===== src/rtl/pwm_quad.sv =====
module pwm_quad #(
  parameter int NCH  = 4,
  parameter int CMPW = 16,
  parameter int SCW  = 4,
  parameter int AW   = 6,
  parameter int DW   = 32
) (
  input  logic          clk,
  input  logic          rst_n,
  input  logic [AW-1:0] bus_addr,
  input  logic          bus_we,
  input  logic [DW-1:0] bus_wdata,
  output logic [DW-1:0] bus_rdata,
  output logic [NCH-1:0] pwm_n
);
  localparam int CNTW    = CMPW + (1 << SCW) - 1;
  localparam int B_DG    = 10;
  localparam int B_RUN   = 12;
  localparam int B_ONCE  = 13;
  localparam int B_FLAG  = DW - NCH;
  localparam logic [AW-1:0] A_CFG = AW'(8'h00);
  localparam logic [AW-1:0] A_CNT = AW'(8'h08);
  localparam logic [AW-1:0] A_SCL = AW'(8'h10);
  localparam int A_CMP0  = 32;

  logic [SCW-1:0]  scale;
  logic            dg, en_run, en_once, run, wrap, we_cfg, we_cnt;
  logic [NCH-1:0]  flag, hit, lt;
  logic [CNTW-1:0] cnt, cnt_max;
  logic [CNTW:0]   span;
  logic [CMPW-1:0] scaled;
  logic [NCH-1:0][CMPW-1:0] cmp, live;

  assign run     = en_run | en_once;
  assign span    = (CNTW+1)'(1) << (CMPW + int'(scale));
  assign cnt_max = CNTW'(span - (CNTW+1)'(1));
  assign wrap    = run && (cnt >= cnt_max);
  assign scaled  = CMPW'(cnt >> scale);
  assign we_cfg  = bus_we && (bus_addr == A_CFG);
  assign we_cnt  = bus_we && (bus_addr == A_CNT);

  for (genvar n = 0; n < NCH; n++) begin : g_ch
    assign lt[n]    = scaled < live[n];
    assign hit[n]   = run && (scaled == live[n]);
    assign pwm_n[n] = ~lt[n];

    p_shadow_hold_r7: assert property (@(posedge clk) disable iff (!rst_n)
      (dg && run && !wrap) |=> $stable(live[n]));
    p_flag_sticky_r9: assert property (@(posedge clk) disable iff (!rst_n)
      (flag[n] && !we_cfg) |=> flag[n]);
  end

  always_ff @(posedge clk or negedge rst_n) begin
    if (!rst_n) begin
      cnt <= '0;
    end else if (we_cnt) begin
      cnt <= bus_wdata[CNTW-1:0];
    end else if (wrap) begin
      cnt <= '0;
    end else if (run) begin
      cnt <= cnt + CNTW'(1);
    end
  end

  always_ff @(posedge clk or negedge rst_n) begin
    if (!rst_n) begin
      scale   <= '0;
      dg      <= 1'b0;
      en_run  <= 1'b0;
      en_once <= 1'b0;
      flag    <= '0;
    end else if (we_cfg) begin
      scale   <= bus_wdata[SCW-1:0];
      dg      <= bus_wdata[B_DG];
      en_run  <= bus_wdata[B_RUN];
      en_once <= bus_wdata[B_ONCE];
      flag    <= bus_wdata[B_FLAG +: NCH] | hit;
    end else begin
      if (wrap) en_once <= 1'b0;
      flag <= flag | hit;
    end
  end

  always_ff @(posedge clk or negedge rst_n) begin
    if (!rst_n) begin
      cmp  <= '0;
      live <= '0;
    end else begin
      for (int n = 0; n < NCH; n++) begin
        if (bus_we && (bus_addr == AW'(A_CMP0 + 4*n))) cmp[n] <= bus_wdata[CMPW-1:0];
        if (!dg || !run || wrap) live[n] <= cmp[n];
      end
    end
  end

  always_comb begin
    bus_rdata = '0;
    if (bus_addr == A_CFG) begin
      bus_rdata[SCW-1:0]        = scale;
      bus_rdata[B_DG]           = dg;
      bus_rdata[B_RUN]          = en_run;
      bus_rdata[B_ONCE]         = en_once;
      bus_rdata[B_FLAG +: NCH]  = flag;
    end else if (bus_addr == A_CNT) begin
      bus_rdata[CNTW-1:0] = cnt;
    end else if (bus_addr == A_SCL) begin
      bus_rdata[CMPW-1:0] = scaled;
    end
    for (int n = 0; n < NCH; n++)
      if (bus_addr == AW'(A_CMP0 + 4*n)) bus_rdata[CMPW-1:0] = cmp[n];
  end

  p_hold_r3: assert property (@(posedge clk) disable iff (!rst_n)
    (!run && !we_cnt) |=> $stable(cnt));
  p_step_r3: assert property (@(posedge clk) disable iff (!rst_n)
    (run && !wrap && !we_cnt) |=> (cnt == $past(cnt) + CNTW'(1)));
  p_wrap_zero_r4: assert property (@(posedge clk) disable iff (!rst_n)
    (wrap && !we_cnt) |=> (cnt == '0));
  p_once_clear_r8: assert property (@(posedge clk) disable iff (!rst_n)
    (wrap && !we_cfg) |=> !en_once);
  p_load_r10: assert property (@(posedge clk) disable iff (!rst_n)
    we_cnt |=> (cnt == $past(bus_wdata[CNTW-1:0])));
endmodule


===== config.mk =====
export PLATFORM = sky130hd
export DESIGN_NAME = pwm_quad
export DESIGN_NICKNAME = d
export VERILOG_FILES = /design/src/rtl/pwm_quad.sv
export SDC_FILE = /design/constraint.sdc
export NUM_CORES = 1
export LEC_CHECK = 0
export BUFFER_PORTS_ARGS = -buffer_cell sky130_fd_sc_hd__buf_2
export CORE_UTILIZATION = 40
export DETAILED_ROUTE_END_ITERATION = 7
export GPL_TIMING_DRIVEN = 1
export MAX_ROUTING_LAYER = met4
export PLACE_DENSITY = 0.53
export SLEW_MARGIN = 30
export SYNTH_ARGS = -nofsm -noshare
export SYNTH_HDL_FRONTEND = slang
export SYNTH_SLANG_ARGS = --single-unit

===== constraint.sdc =====
create_clock -name clk -period 7.97 [get_ports clk]
set_input_delay 0.797 -clock clk [delete_from_list [all_inputs] [get_ports clk]]
set_output_delay 0.797 -clock clk [all_outputs]
set_load 0.02 [all_outputs]

* Word-level counts from Yosys, hierarchy flattened *
Cells that the tools add are included.

operators by class
  mux-type cells = 21
  add/sub/neg operators = 3
  $lt $le $gt $ge = 5
  shifts and indexed selects = 2
  equality and inequality tests = 10
  bitwise gates (word level) = 7
  reductions and logical operators = 18

operators with widths
  kind                                                                    number
  16-bit two-way mux                                                      6
  31-bit two-way mux                                                      3
  16-bit equality test                                                    4
  16-bit < comparator                                                     4
  31-bit by 1-bit adder with 31-bit output (second input constant)        1
  31-bit >= comparator                                                    1
  1-bit by 6-bit << shifter with 31-bit output (first input constant)     1
  31-bit by 4-bit right shift with 16-bit output                          1
  31-bit by 1-bit subtractor with 31-bit output (second input constant)   1
  6-bit equality test (second input constant)                             4
  15-bit two-way mux                                                      1
  14-bit two-way mux                                                      1
  1-bit logical AND                                                       11
  4-bit two-way mux                                                       2
  4-bit OR                                                                2
  5-bit by 4-bit adder with 6-bit output (first input constant)           1
  6-bit by 4-bit equality test with 1-bit output (second input constant)  1
  6-bit by 5-bit equality test with 1-bit output (second input constant)  1
  6-bit logical NOT                                                       1
  6-bit two-way mux                                                       1
  1-bit two-way mux                                                       5
  1-bit NOT                                                               4
  3-bit two-way mux                                                       1
  3-bit nonzero test                                                      1
  other kinds (5)                                                         7

storage, ports and cells
  input bits = 41
  word-level logic and storage cells = 80
  flip-flop bits (word level) = 170
  output and inout bits = 36

* Logic depth before layout (Yosys ltp) *
  depth in word-level cells = 8
  mapped depth = 19
  mapped depth without buffers = 15

* Least setup slack after synthesis *
OpenSTA, ideal clock, no wires.

  path kind = reg-to-reg
  start = register scale[1]
  end = register cnt[30]
  buffers on the path = 5
  cell stages (with the launch flop) = 19
  data required time = 7.888 ns
  period minus slack after synthesis = 4.140 ns
  path slack = 3.830 ns
  library setup time = 0.082 ns
  arrival = 4.058 ns
  cell sequence = dfrtp_1 clkbuf_1 buf_2 clkbuf_1 nor2_1 nand2_1 ha_1 clkbuf_1 a22oi_1 o22a_1 ha_1 a21o_1 a21o_1 a221oi_2 o31ai_2 nand2b_1 buf_2 or4_1 a31oi_1

between the ends
  word-level cells in the longest chain between the ends = 7
  elaborated cells between the ends (all ways) = 8
  classes of those cells = 2 x add/sub; 1 x order compare; 1 x shift; 2 x mux; 2 x reduce/logical

ends and longest elaborated chain
  element                                          line  text
  start, declared                                  26    logic [SCW-1:0] scale;
  start signal, assigned                           73    scale <= bus_wdata[SCW-1:0];
  5-bit by 4-bit adder with 6-bit output *         35    assign span = (CNTW+1)'(1) << (CMPW + int'(scale));
  1-bit by 6-bit << shifter with 31-bit output *   35
  31-bit by 1-bit subtractor with 31-bit output *  36    assign cnt_max = CNTW'(span - (CNTW+1)'(1));
  31-bit >= comparator *                           37    assign wrap = run && (cnt >= cnt_max);
  1-bit logical AND *                              37
  31-bit two-way mux                               58    end else if (wrap) begin
  31-bit two-way mux                               56    end else if (we_cnt) begin
  end signal, assigned                             57    cnt <= bus_wdata[CNTW-1:0];
  end signal, assigned                             61    cnt <= cnt + CNTW'(1);
  end, declared                                    29    logic [CNTW-1:0] cnt, cnt_max;

Every way passes the cells marked *; elsewhere a longest branch is shown, timed or not.
A chain may end at the register's enable or synchronous reset.

* Worst setup path after layout *
  start = register scale[0]
  end = output pwm_n[0]

between the ends
  word-level cells in the longest chain between the ends = 3

ends and longest elaborated chain
  element                                         line  text
  31-bit by 4-bit right shift with 16-bit output  38    assign scaled = CMPW'(cnt >> scale);
  16-bit < comparator                             43    assign lt[n] = scaled < live[n];
  1-bit NOT                                       45    assign pwm_n[n] = ~lt[n];
  end, declared                                   14    output logic [NCH-1:0] pwm_n

Every way passes these cells.

==> metrics <==
routability congestion estimate from global placement 0.880; clock sink total 170; Reg power frac 0.332; proportion of netlist area held by the largest area contributor 0.372; Slew HR 0.343; Comb power frac 0.458; endpoints failing setup 0; sequential cell area fraction in the yosys report 0.372; number of routed nets with antenna violations 0; TritonCTS clock tree done; relative contribution of the clock network to total power 0.210; Post-CTS Setup Repair Bufs 0; Data arrival, critical path 4.66 ns; post-route setup TNS 0 ns; pwr/cell area 312 nW/um^2; layout-stage area growth over the synthesis result 11.2%; main area contributors after synthesis sky130_fd_sc_hd__dfrtp_1, sky130_fd_sc_hd__mux2_2, sky130_fd_sc_hd__ha_1; height of the die 171 microns; all-layer global routing usage 0.265; number of antenna diodes 0; leak pwr 5.80 nW; first drt pass iteration count 5; cell count after synthesis 1146; Yosys reg bits 170; Hold/Removal Path Class input port to async pin; total core area 27900 sq um; worst hold slack 0.289 ns; Slew @ Worst Pin 0.984 ns; synthesized cell area 11400 sq um; critical path data required time 7.17 ns; DR vias 9100; wire length per cell 22.9 microns; net count after synthesis 1268; maximum number of pins on one net before global-route repair 72; number of warnings reported in the yosys synthesis log 0; time the final worst path needs with I/O delays and setup 5.46 ns; total count of hold-check failures in the final report 0; count of buffers from port buffering 76; sort of element at the start of the critical path flip-flop; Final WS setup 2.51 ns; HPWL after detailed placement 25800 microns; placed cell count 1545; Post-synth top flop sky130_fd_sc_hd__dfrtp_1; fin crit share 0.685; Post-Layout Cell Count 1577; first-pass GRT wire length 55300 microns; Hold Buf Count CTS 0; Synth async-reset ratio 1.00; Starting Density 0.410; pre-CTS setup slack 2.91 ns; sw frac 0.426; Achievable Freq 183 MHz; Syn Area/Cell 9.98 sq um; distinct cell type count after synthesis 58; worst-path maximum fanout 26; total CTS buffers 17; Sw Pwr 0.00169 W; first-iteration detailed-routing DRC count 712; maximum vdd ir drop 166 uV; number of cell rows 61; number of enable flip-flop cells after synthesis 0; vias in the first global route 8964; unrepaired setup endpoints after global routing false; share of cells above drive strength 1 0.256; clock network latency to the later pin of the worst-skew pair 0.44 ns; maximum root-to-sink buffer count 2; R2R Setup Slk 2.88 ns; count of nets after finishing 1308; type of the setup path with the least slack flip-flop to primary output; overall die area 29300 sq um; Clk Tree Root Cell sky130_fd_sc_hd__clkbuf_16; antenna violations before repair 0; pins over their slew limit 0; Worst Setup End Kind primary output; MaxCap Viol Count 0; overall power 0.00397 W; total DRC errors in the routed layout 0; clock slew at reported path FFs 0.07 ns; clock tree skew after final layout 0.0147 ns; total wirelength of the detailed-routed design 36200 microns; library cell occupying the most area in the post-synthesis netlist sky130_fd_sc_hd__dfrtp_1; H-tree level count 4; drt via density 5.77; Top Ports 77; outcome completed; remaining global-route overflow 0; count of instances resized after the clock tree is built 0; horizontal die dimension 171 microns; Power Internal 0.00228 W
## synthesized netlist by cell type (9+ instances only)
cell type,n
sky130_fd_sc_hd__a221oi_1,10
sky130_fd_sc_hd__a221o_1,10
sky130_fd_sc_hd__dfrtp_1,170
sky130_fd_sc_hd__nand4_1,23
sky130_fd_sc_hd__inv_1,70
sky130_fd_sc_hd__and2_1,15
sky130_fd_sc_hd__mux2i_1,35
sky130_fd_sc_hd__mux2_2,142
sky130_fd_sc_hd__a31oi_1,18
sky130_fd_sc_hd__buf_2,16
sky130_fd_sc_hd__or3_1,12
sky130_fd_sc_hd__mux4_2,21
sky130_fd_sc_hd__o21a_1,14
sky130_fd_sc_hd__a21oi_1,66
sky130_fd_sc_hd__a211oi_1,12
sky130_fd_sc_hd__ha_1,81
sky130_fd_sc_hd__nand2_1,86
sky130_fd_sc_hd__nor3_1,11
sky130_fd_sc_hd__nand3_1,23
sky130_fd_sc_hd__o31ai_1,9
sky130_fd_sc_hd__nor2b_1,18
sky130_fd_sc_hd__nor2_1,65
sky130_fd_sc_hd__xor2_1,9
sky130_fd_sc_hd__o21ai_0,50
sky130_fd_sc_hd__clkbuf_1,45
sky130_fd_sc_hd__a21o_1,27
## state kept, by name (all words and copies together), names as in the netlist
name / flops
en_run: 1
en_once: 1
cnt: 31
scale: 4
dg: 1
flag: 4
cmp: 64
live: 64
## cells by family after synthesis
logic type	Yosys count	synth area share
xor+xnor	10	0.00766
mux	198	0.212
flops	170	0.372
simple gates	288	0.123
compound gates	252	0.144
fa+ha+maj	81	0.0886
buf+inv	147	0.0527
## layout by cell type (no fill, tap or decap), types with 17 or more instances in the layout
master / synthesis / layout
sky130_fd_sc_hd__o21ai_0: 50 / 50
sky130_fd_sc_hd__nand3_1: 23 / 23
sky130_fd_sc_hd__a31oi_1: 18 / 18
sky130_fd_sc_hd__buf_2: 16 / 75
sky130_fd_sc_hd__mux2i_1: 35 / 35
sky130_fd_sc_hd__nand2_1: 86 / 85
sky130_fd_sc_hd__ha_1: 81 / 81
sky130_fd_sc_hd__nor2b_1: 18 / 18
sky130_fd_sc_hd__nor2_1: 65 / 65
sky130_fd_sc_hd__dfrtp_1: 170 / 168
sky130_fd_sc_hd__nand4_1: 23 / 23
sky130_fd_sc_hd__clkbuf_16: 0 / 17
sky130_fd_sc_hd__mux2_2: 142 / 142
sky130_fd_sc_hd__inv_1: 70 / 70
sky130_fd_sc_hd__a21oi_1: 66 / 66
sky130_fd_sc_hd__mux4_2: 21 / 21
sky130_fd_sc_hd__buf_4: 7 / 20
sky130_fd_sc_hd__a21o_1: 27 / 27
## path summary, 6_finish.rpt
kind,startpoint,end,cells after the start
max in group asynchronous,rst_n,cmp[45],3
worst min register to register,flag[1],flag[1],2
min in group clk,flag[1],flag[1],2
worst max-delay path,scale[0],pwm_n[0],15
worst max register to register,scale[3],live[29],17
worst min-delay path,rst_n,live[34],1
## layer usage
| layer | track usage | wire length (microns) |
|---|---|---|
| met5 | - | 0 |
| met4 | 0.0695 | 679 |
| met3 | 0.0326 | 1690 |
| met2 | 0.410 | 16900 |
| met1 | 0.367 | 16900 |
## power groups by stage
stage / logic [W] / registers, W / clock network, W
global placement: 0.00177 / 0.00133 / 0
CTS: 0.00181 / 0.00131 / 0.000845
detailed placement: 0.00180 / 0.00133 / 0
global route: 0.00203 / 0.00135 / 0.000883
finish: 0.00182 / 0.00132 / 0.000831
floorplan: 0.00140 / 0.00114 / 0
## per-stage QoR
| stage | util | cell area [sq um] |
|---|---|---|
| CTS | 0.455 | 12700 |
| global placement | 0.434 | 12100 |
| global route | 0.455 | 12700 |
| finish | 0.455 | 12700 |
| detailed placement | 0.435 | 12100 |
| floorplan | - | 11400 |
## worst max-delay path: stages (launching register included)
cell and delay, ns:
sky130_fd_sc_hd__dfrtp_2 0.68, sky130_fd_sc_hd__buf_4 0.47, sky130_fd_sc_hd__mux4_2 0.57, sky130_fd_sc_hd__nand2_1 0.08
sky130_fd_sc_hd__o21ai_0 0.10, sky130_fd_sc_hd__nand2_1 0.10, sky130_fd_sc_hd__o21ai_0 0.33, sky130_fd_sc_hd__ha_1 0.44
sky130_fd_sc_hd__nor2b_1 0.14, sky130_fd_sc_hd__o21a_1 0.12, sky130_fd_sc_hd__o21a_1 0.10, sky130_fd_sc_hd__o21ai_0 0.06
sky130_fd_sc_hd__nand2b_1 0.08, sky130_fd_sc_hd__a21oi_1 0.07, sky130_fd_sc_hd__o311ai_0 0.60, sky130_fd_sc_hd__buf_2 0.29
## cell type report
cell class / instances / area (sq um)
Sequential cell: 170 / 4260
Tap cell: 378 / 473
Multi-Input combinational cell: 829 / 6600
Timing Repair Buffer: 97 / 548
Clock inverter: 12 / 128
Fill cell: 2768 / 15200
Inverter: 71 / 267
Clock buffer: 20 / 447
Note: power is estimated with default switching activity, not from simulation.
